===== src/rtl/hpf_pkg.sv =====
package hpf_pkg;

    localparam int ACC_MAX_W = 40;

    typedef logic signed [ACC_MAX_W-1:0] acc_t;

    typedef enum logic [0:0] {
        SEQ_IDLE  = 1'b0,
        SEQ_SHIFT = 1'b1
    } seq_state_t;

    typedef struct packed {
        logic valid;
        acc_t sum;
    } mac_stage_t;

    // number of valid taps after the first sample of a line
    function automatic int edge_fill(input int ntaps);
        return ntaps / 2 + 1;
    endfunction

    // round half up, then clamp into [0, 2^dw-1]
    function automatic acc_t round_sat(input acc_t acc, input int frac, input int dw);
        acc_t half;
        acc_t lim;
        acc_t r;
        half = acc_t'(1) <<< (frac - 1);
        lim  = (acc_t'(1) <<< dw) - acc_t'(1);
        r    = (acc + half) >>> frac;
        if (r < 0)
            return '0;
        else if (r > lim)
            return lim;
        else
            return r;
    endfunction

endpackage


===== src/rtl/hpf_coef_bank.sv =====
module hpf_coef_bank #(
    parameter int NTAPS  = 4,
    parameter int NPHASE = 4,
    parameter int NSETS  = 4,
    parameter int COEF_W = 16,
    localparam int SET_W = (NSETS  > 1) ? $clog2(NSETS)  : 1,
    localparam int PH_W  = (NPHASE > 1) ? $clog2(NPHASE) : 1,
    localparam int TAP_W = (NTAPS  > 1) ? $clog2(NTAPS)  : 1
) (
    input  logic                         clk,
    input  logic                         rst,
    input  logic                         frame_start,
    input  logic [SET_W-1:0]             frame_set,
    input  logic                         cw_en,
    input  logic [SET_W-1:0]             cw_set,
    input  logic [PH_W-1:0]              cw_phase,
    input  logic [TAP_W-1:0]             cw_tap,
    input  logic [COEF_W-1:0]            cw_data,
    input  logic [PH_W-1:0]              rd_phase,
    output logic [SET_W-1:0]             active_set,
    output logic [NTAPS-1:0][COEF_W-1:0] rd_coefs
);

    logic [COEF_W-1:0] mem [NSETS][NPHASE][NTAPS];

    always_ff @(posedge clk) begin
        if (rst) begin
            active_set <= '0;
            for (int s = 0; s < NSETS; s++)
                for (int p = 0; p < NPHASE; p++)
                    for (int t = 0; t < NTAPS; t++)
                        mem[s][p][t] <= '0;
        end else begin
            if (cw_en && (cw_set != active_set))
                mem[cw_set][cw_phase][cw_tap] <= cw_data;
            if (frame_start)
                active_set <= frame_set;
        end
    end

    always_comb begin
        for (int t = 0; t < NTAPS; t++)
            rd_coefs[t] = mem[active_set][rd_phase][t];
    end

endmodule


===== src/rtl/hpf_window.sv =====
module hpf_window #(
    parameter int NTAPS  = 4,
    parameter int DATA_W = 8,
    localparam int CNT_W = $clog2(NTAPS + 1)
) (
    input  logic                         clk,
    input  logic                         rst,
    input  logic                         clear,
    input  logic                         shift,
    input  logic [DATA_W-1:0]            din,
    output logic [NTAPS-1:0][DATA_W-1:0] taps,
    output logic                         full
);
    import hpf_pkg::*;

    localparam logic [CNT_W-1:0] FILL_CNT = CNT_W'(edge_fill(NTAPS));
    localparam logic [CNT_W-1:0] FULL_CNT = CNT_W'(NTAPS);

    logic [CNT_W-1:0] count;

    always_ff @(posedge clk) begin
        if (rst) begin
            count <= '0;
            taps  <= '0;
        end else if (clear) begin
            count <= '0;
        end else if (shift) begin
            if (count == '0) begin
                for (int k = 0; k < NTAPS; k++)
                    taps[k] <= din;
                count <= FILL_CNT;
            end else begin
                for (int k = 0; k < NTAPS - 1; k++)
                    taps[k] <= taps[k+1];
                taps[NTAPS-1] <= din;
                if (count != FULL_CNT)
                    count <= count + 1'b1;
            end
        end
    end

    assign full = (count == FULL_CNT);

endmodule


===== src/rtl/hpf_mac.sv =====
module hpf_mac #(
    parameter int NTAPS  = 4,
    parameter int DATA_W = 8,
    parameter int COEF_W = 16,
    parameter int FRAC_W = 14,
    localparam int PROD_W = DATA_W + COEF_W + 1,
    localparam int ACC_W  = PROD_W + $clog2(NTAPS)
) (
    input  logic                         clk,
    input  logic                         rst,
    input  logic                         fire,
    input  logic [NTAPS-1:0][DATA_W-1:0] taps,
    input  logic [NTAPS-1:0][COEF_W-1:0] coefs,
    output logic                         out_valid,
    output logic [DATA_W-1:0]            out_data
);
    import hpf_pkg::*;

    logic signed [PROD_W-1:0] prod [NTAPS];
    acc_t                     sum;
    mac_stage_t               s1;

    for (genvar i = 0; i < NTAPS; i++) begin : g_prod
        assign prod[i] = $signed({{COEF_W{1'b0}}, 1'b0, taps[i]})
                       * $signed({{(DATA_W+1){coefs[i][COEF_W-1]}}, coefs[i]});
    end

    always_comb begin
        sum = '0;
        for (int i = 0; i < NTAPS; i++)
            sum = sum + acc_t'(prod[i]);
    end

    always_ff @(posedge clk) begin
        if (rst) begin
            s1        <= '0;
            out_valid <= 1'b0;
            out_data  <= '0;
        end else begin
            s1.valid  <= fire;
            if (fire)
                s1.sum <= sum;
            out_valid <= s1.valid;
            if (s1.valid)
                out_data <= DATA_W'(round_sat(s1.sum, FRAC_W, DATA_W));
        end
    end

    initial begin
        if (ACC_W > ACC_MAX_W)
            $error("accumulator exceeds package width");
    end

endmodule


===== src/rtl/hpoly_filter.sv =====
module hpoly_filter #(
    parameter int NTAPS   = 4,
    parameter int NPHASE  = 4,
    parameter int NSETS   = 4,
    parameter int DATA_W  = 8,
    parameter int COEF_W  = 16,
    parameter int FRAC_W  = 14,
    parameter int ADV_MAX = 4,
    localparam int SET_W = (NSETS  > 1) ? $clog2(NSETS)  : 1,
    localparam int PH_W  = (NPHASE > 1) ? $clog2(NPHASE) : 1,
    localparam int TAP_W = (NTAPS  > 1) ? $clog2(NTAPS)  : 1,
    localparam int ADV_W = $clog2(ADV_MAX + 1)
) (
    input  logic              clk,
    input  logic              rst,
    input  logic              frame_start,
    input  logic [SET_W-1:0]  frame_set,
    input  logic              cw_en,
    input  logic [SET_W-1:0]  cw_set,
    input  logic [PH_W-1:0]   cw_phase,
    input  logic [TAP_W-1:0]  cw_tap,
    input  logic [COEF_W-1:0] cw_data,
    input  logic              req_valid,
    input  logic              req_first,
    input  logic [ADV_W-1:0]  req_adv,
    input  logic [PH_W-1:0]   req_phase,
    output logic              req_ready,
    input  logic              in_valid,
    input  logic [DATA_W-1:0] in_data,
    input  logic              in_last,
    output logic              in_ready,
    output logic              out_valid,
    output logic [DATA_W-1:0] out_data
);
    import hpf_pkg::*;

    seq_state_t                   st;
    logic [ADV_W-1:0]             rem;
    logic [PH_W-1:0]              phase_q;
    logic                         pad_q;
    logic                         full;
    logic                         need;
    logic                         shift;
    logic                         fire;
    logic                         clear;
    logic [DATA_W-1:0]            win_din;
    logic [SET_W-1:0]             active_set;
    logic [NTAPS-1:0][DATA_W-1:0] taps;
    logic [NTAPS-1:0][COEF_W-1:0] coefs;

    assign need      = (rem != '0) || !full;
    assign req_ready = (st == SEQ_IDLE);
    assign in_ready  = (st == SEQ_SHIFT) && need && !pad_q;
    assign shift     = (st == SEQ_SHIFT) && need && (pad_q || in_valid);
    assign fire      = (st == SEQ_SHIFT) && !need;
    assign clear     = (st == SEQ_IDLE) && req_valid && req_first;
    assign win_din   = pad_q ? taps[NTAPS-1] : in_data;

    always_ff @(posedge clk) begin
        if (rst) begin
            st      <= SEQ_IDLE;
            rem     <= '0;
            phase_q <= '0;
            pad_q   <= 1'b0;
        end else begin
            case (st)
                SEQ_IDLE: begin
                    if (req_valid) begin
                        st      <= SEQ_SHIFT;
                        rem     <= req_adv;
                        phase_q <= req_phase;
                        if (req_first)
                            pad_q <= 1'b0;
                    end
                end
                default: begin
                    if (shift) begin
                        if (rem != '0)
                            rem <= rem - 1'b1;
                        if (!pad_q && in_last)
                            pad_q <= 1'b1;
                    end
                    if (fire)
                        st <= SEQ_IDLE;
                end
            endcase
        end
    end

    hpf_coef_bank #(
        .NTAPS (NTAPS),
        .NPHASE(NPHASE),
        .NSETS (NSETS),
        .COEF_W(COEF_W)
    ) u_bank (
        .clk        (clk),
        .rst        (rst),
        .frame_start(frame_start),
        .frame_set  (frame_set),
        .cw_en      (cw_en),
        .cw_set     (cw_set),
        .cw_phase   (cw_phase),
        .cw_tap     (cw_tap),
        .cw_data    (cw_data),
        .rd_phase   (phase_q),
        .active_set (active_set),
        .rd_coefs   (coefs)
    );

    hpf_window #(
        .NTAPS (NTAPS),
        .DATA_W(DATA_W)
    ) u_win (
        .clk  (clk),
        .rst  (rst),
        .clear(clear),
        .shift(shift),
        .din  (win_din),
        .taps (taps),
        .full (full)
    );

    hpf_mac #(
        .NTAPS (NTAPS),
        .DATA_W(DATA_W),
        .COEF_W(COEF_W),
        .FRAC_W(FRAC_W)
    ) u_mac (
        .clk      (clk),
        .rst      (rst),
        .fire     (fire),
        .taps     (taps),
        .coefs    (coefs),
        .out_valid(out_valid),
        .out_data (out_data)
    );

endmodule


===== config.mk =====
export PLATFORM = sky130hd
export DESIGN_NAME = hpoly_filter
export DESIGN_NICKNAME = d
export VERILOG_FILES = /design/src/rtl/hpf_pkg.sv /design/src/rtl/hpf_coef_bank.sv /design/src/rtl/hpf_window.sv /design/src/rtl/hpf_mac.sv /design/src/rtl/hpoly_filter.sv
export SDC_FILE = /design/constraint.sdc
export NUM_CORES = 2
export LEC_CHECK = 0
export CORE_MARGIN = 8
export CORE_UTILIZATION = 30
export DETAILED_ROUTE_END_ITERATION = 12
export DONT_BUFFER_PORTS = 1
export PLACE_DENSITY = 0.5
export SKIP_LAST_GASP = 1
export SLEW_MARGIN = 20
export SYNTH_ARGS = -nofsm -noshare
export SYNTH_HDL_FRONTEND = slang
export SYNTH_SLANG_ARGS = --single-unit

===== constraint.sdc =====
create_clock -name clk -period 13.15 [get_ports clk]
set_input_delay 0.6575 -clock clk [delete_from_list [all_inputs] [get_ports clk]]
set_output_delay 0.6575 -clock clk [all_outputs]
set_load 0.005 [all_outputs]

==> impl_metrics.toml <==
[clocking]
cts.sinks = 1107
post_cts_buffers = 0
cts_buffers = 131
cts_resized = 0
cts_tree = "built"
htreeDepth = 4
cts-hold-fix-buffers = 12
path_clk_slew_ns = 0.06
clockRootBuffer = "clkbuf_16"
clkLatencyLatePin_ns = 0.77
clockBufferDepth = 3

[critical_path]
worstPathArrival_ns = 12.12
rrSetupSlack_ns = 1.73
worstSetupStartpointType = "flip-flop"
end_kind = "flip-flop"
path_class = "flip-flop to flip-flop"
cp-endpoint = "u_mac.s1[36]"
cp_slowest_cell = "dfxtp_4"
path_common_cell = "fa_1"
reg2reg_depth = 34
crit_fanout = 30
worstPathRequired_ns = 13.85
slowest_delay_ns = 0.75
worst_r2r_endpoint = "u_mac.s1[36]"

[sta]
period_share_pct = 86.8
hold_viol = 0
clock_skew_ns = 0.0445
layout_setup_ws_ns = 1.73
maxSlewHeadroom_pct = 24.0
rsz0062_at_grt = "false"
setup_violations = 0
finalSetupTns_ns = 0
fin_crit_ns = 11.42
max_slew.worst_pin.slew_ns = 1.14
max_freq_ghz = 0.0876
slew_violations = 0

[logic_synthesis]
syn-num-nets = 6192
yosysWarningCount = 0
synth_cell_type_count = 69
synth_top_family_by_area = "adder cells"
synthTopCellsByArea = "edfxtp_1, fa_1, and2_1"
yosysSeqAreaShare_pct = 46.7
syn_area_um2 = 69400
yosys.area_share.adder_pct = 18.6
synth_most_common_cell = "and2_1"
yosys.area.top_type = "edfxtp_1"
synth.avg_cell_area_um2 = 12.8
synth_seq_cells = 1107
synth_top_area_share_pct = 44.3
synth_xor_area_share_pct = 0.682
async_reset_ff_share_pct = 0
synth_commonest_cells = "and2_1, edfxtp_1, inv_1"
synth_edf_count = 1024
synth_ff_type = "edfxtp_1"
syn_inst = 5433
muxShareOfSynthArea_pct = 10.5
synth-compound-area-share_pct = 2.60
yosys.area_share.simple_pct = 15.2

[pwr]
total_leakage_power_nw = 30.6
p_per_area_nw_per_um2 = 128
power_frac_seq_pct = 40.8
p_int_mw = 6.88
clockPowerShare_pct = 36.4
combinationalPowerShare_pct = 22.9
peakVddDrop_mv = 0.109
total_power_mw = 9.89
switching_share_pct = 30.4
p_sw_mw = 3.01

[placement]
port_buffers = 0
place.detailed.hpwl_um = 136000
place_congestion = 0.877
place_ws_ns = 1.75

[routing]
vias = 40906
drt_iter0_drc = 3623
wl_um = 203000
drc = 0
vias_per_cell = 4.81
routedWlPerCell_um = 23.9
dr.pass1.iters = 5
antenna_left = 0

[grt]
grt_first_pass_wirelength_um = 302000
grt_max_degree = 73
grt_antenna_before_repair = 13
grtUsageTotal_pct = 16.3
grt_pass1_vias = 43532
grt.overflow.total = 0

[final_layout]
seqCellArea_um2 = 32400
multiInputGateArea_um2 = 33100
syn2layout_area_growth_pct = 11.5
nets = 6127
drive_above_1_share_pct = 12.6
final_util_pct = 33.7
fillers = 22603

[floorplanning]
core_um2 = 230000
die_w_um = 497
die_h_um = 497
die_area_um2 = 247000
initial_core_util_pct = 30.2
rows = 176
io_pins = 56

[run_status]
outcome = "completed"

[worst_hold_path]
hold_class = "input pin to flip-flop"

[run]
max_cap_violations = 0
## per-stage QoR
stage	instances	instance area (um^2)	hold WS (ns)
after floorplan	5433	69400	0.446
after global placement	8249	73000	0.464
after detailed placement	8249	73000	0.478
after CTS	8493	77300	0.0438
after global routing	8493	77400	0.0585
final	8499	77400	0.105
## flip-flops by register name, summed over array words and instances, names as in the netlist, named ones only
signal / cells
pad_q: 1
u_mac.s1: 28
rem: 3
u_bank.mem: 1024
u_win.count: 3
u_bank.active_set: 2
u_win.taps: 32
u_mac.out_data: 8
u_mac.out_valid: 1
phase_q: 2
st: 1
## how the worst min path moves through the flow
stage	to	cells past startpoint	slack (ns)	startpoint
3_5_place_dp	u_mac.out_valid	1	0.48	u_mac.s1[40]
4_1_cts	u_bank.mem[1][34]	1	0.04	cw_data[2]
6_report	u_bank.mem[0][225]	1	0.10	cw_data[1]
2_1_floorplan	u_mac.s1[25]	2	0.45	u_mac.s1[25]
5_1_grt	u_bank.mem[3][226]	1	0.06	cw_data[2]
3_3_place_gp	u_mac.s1[21]	2	0.46	u_mac.s1[21]
## critical path, delay by kind of cell (launching register included)
| kind | cells | cell delay [ns] |
|---|---|---|
| AOI/OAI and AO/OA | 12 | 2.51 |
| xor gates and xnor gates | 1 | 0.23 |
| adders and majority gates | 10 | 4.63 |
| buffers and inverters | 3 | 0.59 |
| DFF | 1 | 0.75 |
| muxes | 2 | 1.00 |
| and+or+nand+nor | 6 | 1.61 |
## routing by layer
metal	part of all wire [%]	GRT usage, %	wire length [um]
met1	44	22.2	89900
met4	1.9	3.48	3930
met2	48	27.4	98400
met5	0.0064	0	13
met3	5.5	2.59	11300
## power groups by stage
stage	sequential [mW]	combinational (mW)	clock (mW)
after floorplan	4.07	1.62	0
after global placement	4.11	2.24	0
after detailed placement	4.11	2.26	0
after CTS	4.04	2.28	3.67
after global routing	4.05	2.52	3.80
final	4.03	2.26	3.60
## layout by cell type, fill, tap and decap left out, types with 31 or more instances in the layout
cell | netlist | layout
and2_1 | 1248 | 1248
nand2_1 | 355 | 354
nor3_1 | 31 | 31
mux4_2 | 320 | 320
clkbuf_16 | 0 | 134
clkbuf_1 | 286 | 35
dfxtp_1 | 83 | 79
xnor2_1 | 36 | 36
o21ai_1 | 2 | 62
a21oi_1 | 80 | 80
edfxtp_1 | 1024 | 1024
ha_1 | 186 | 186
fa_1 | 528 | 528
buf_4 | 0 | 126
inv_1 | 711 | 710
nor2_1 | 148 | 118
## layout make-up
class,count,share of cell area [%]
diodes,6,0.0194
clock buffers,169,4.50
clock inverters,63,0.864
inverters,712,3.45
multi-input cells,3271,42.8
flip-flops and latches,1107,41.9
well taps,3026,4.89
repair buffers,145,1.58
## cells by family after synthesis
logic type      Yosys count
flops                  1107
fa+ha+maj               714
mux                     328
buf+inv                1055
simple gates           1888
compound gates          287
xor+xnor                 54
No activity file was read; power rests on OpenSTA's default activity.
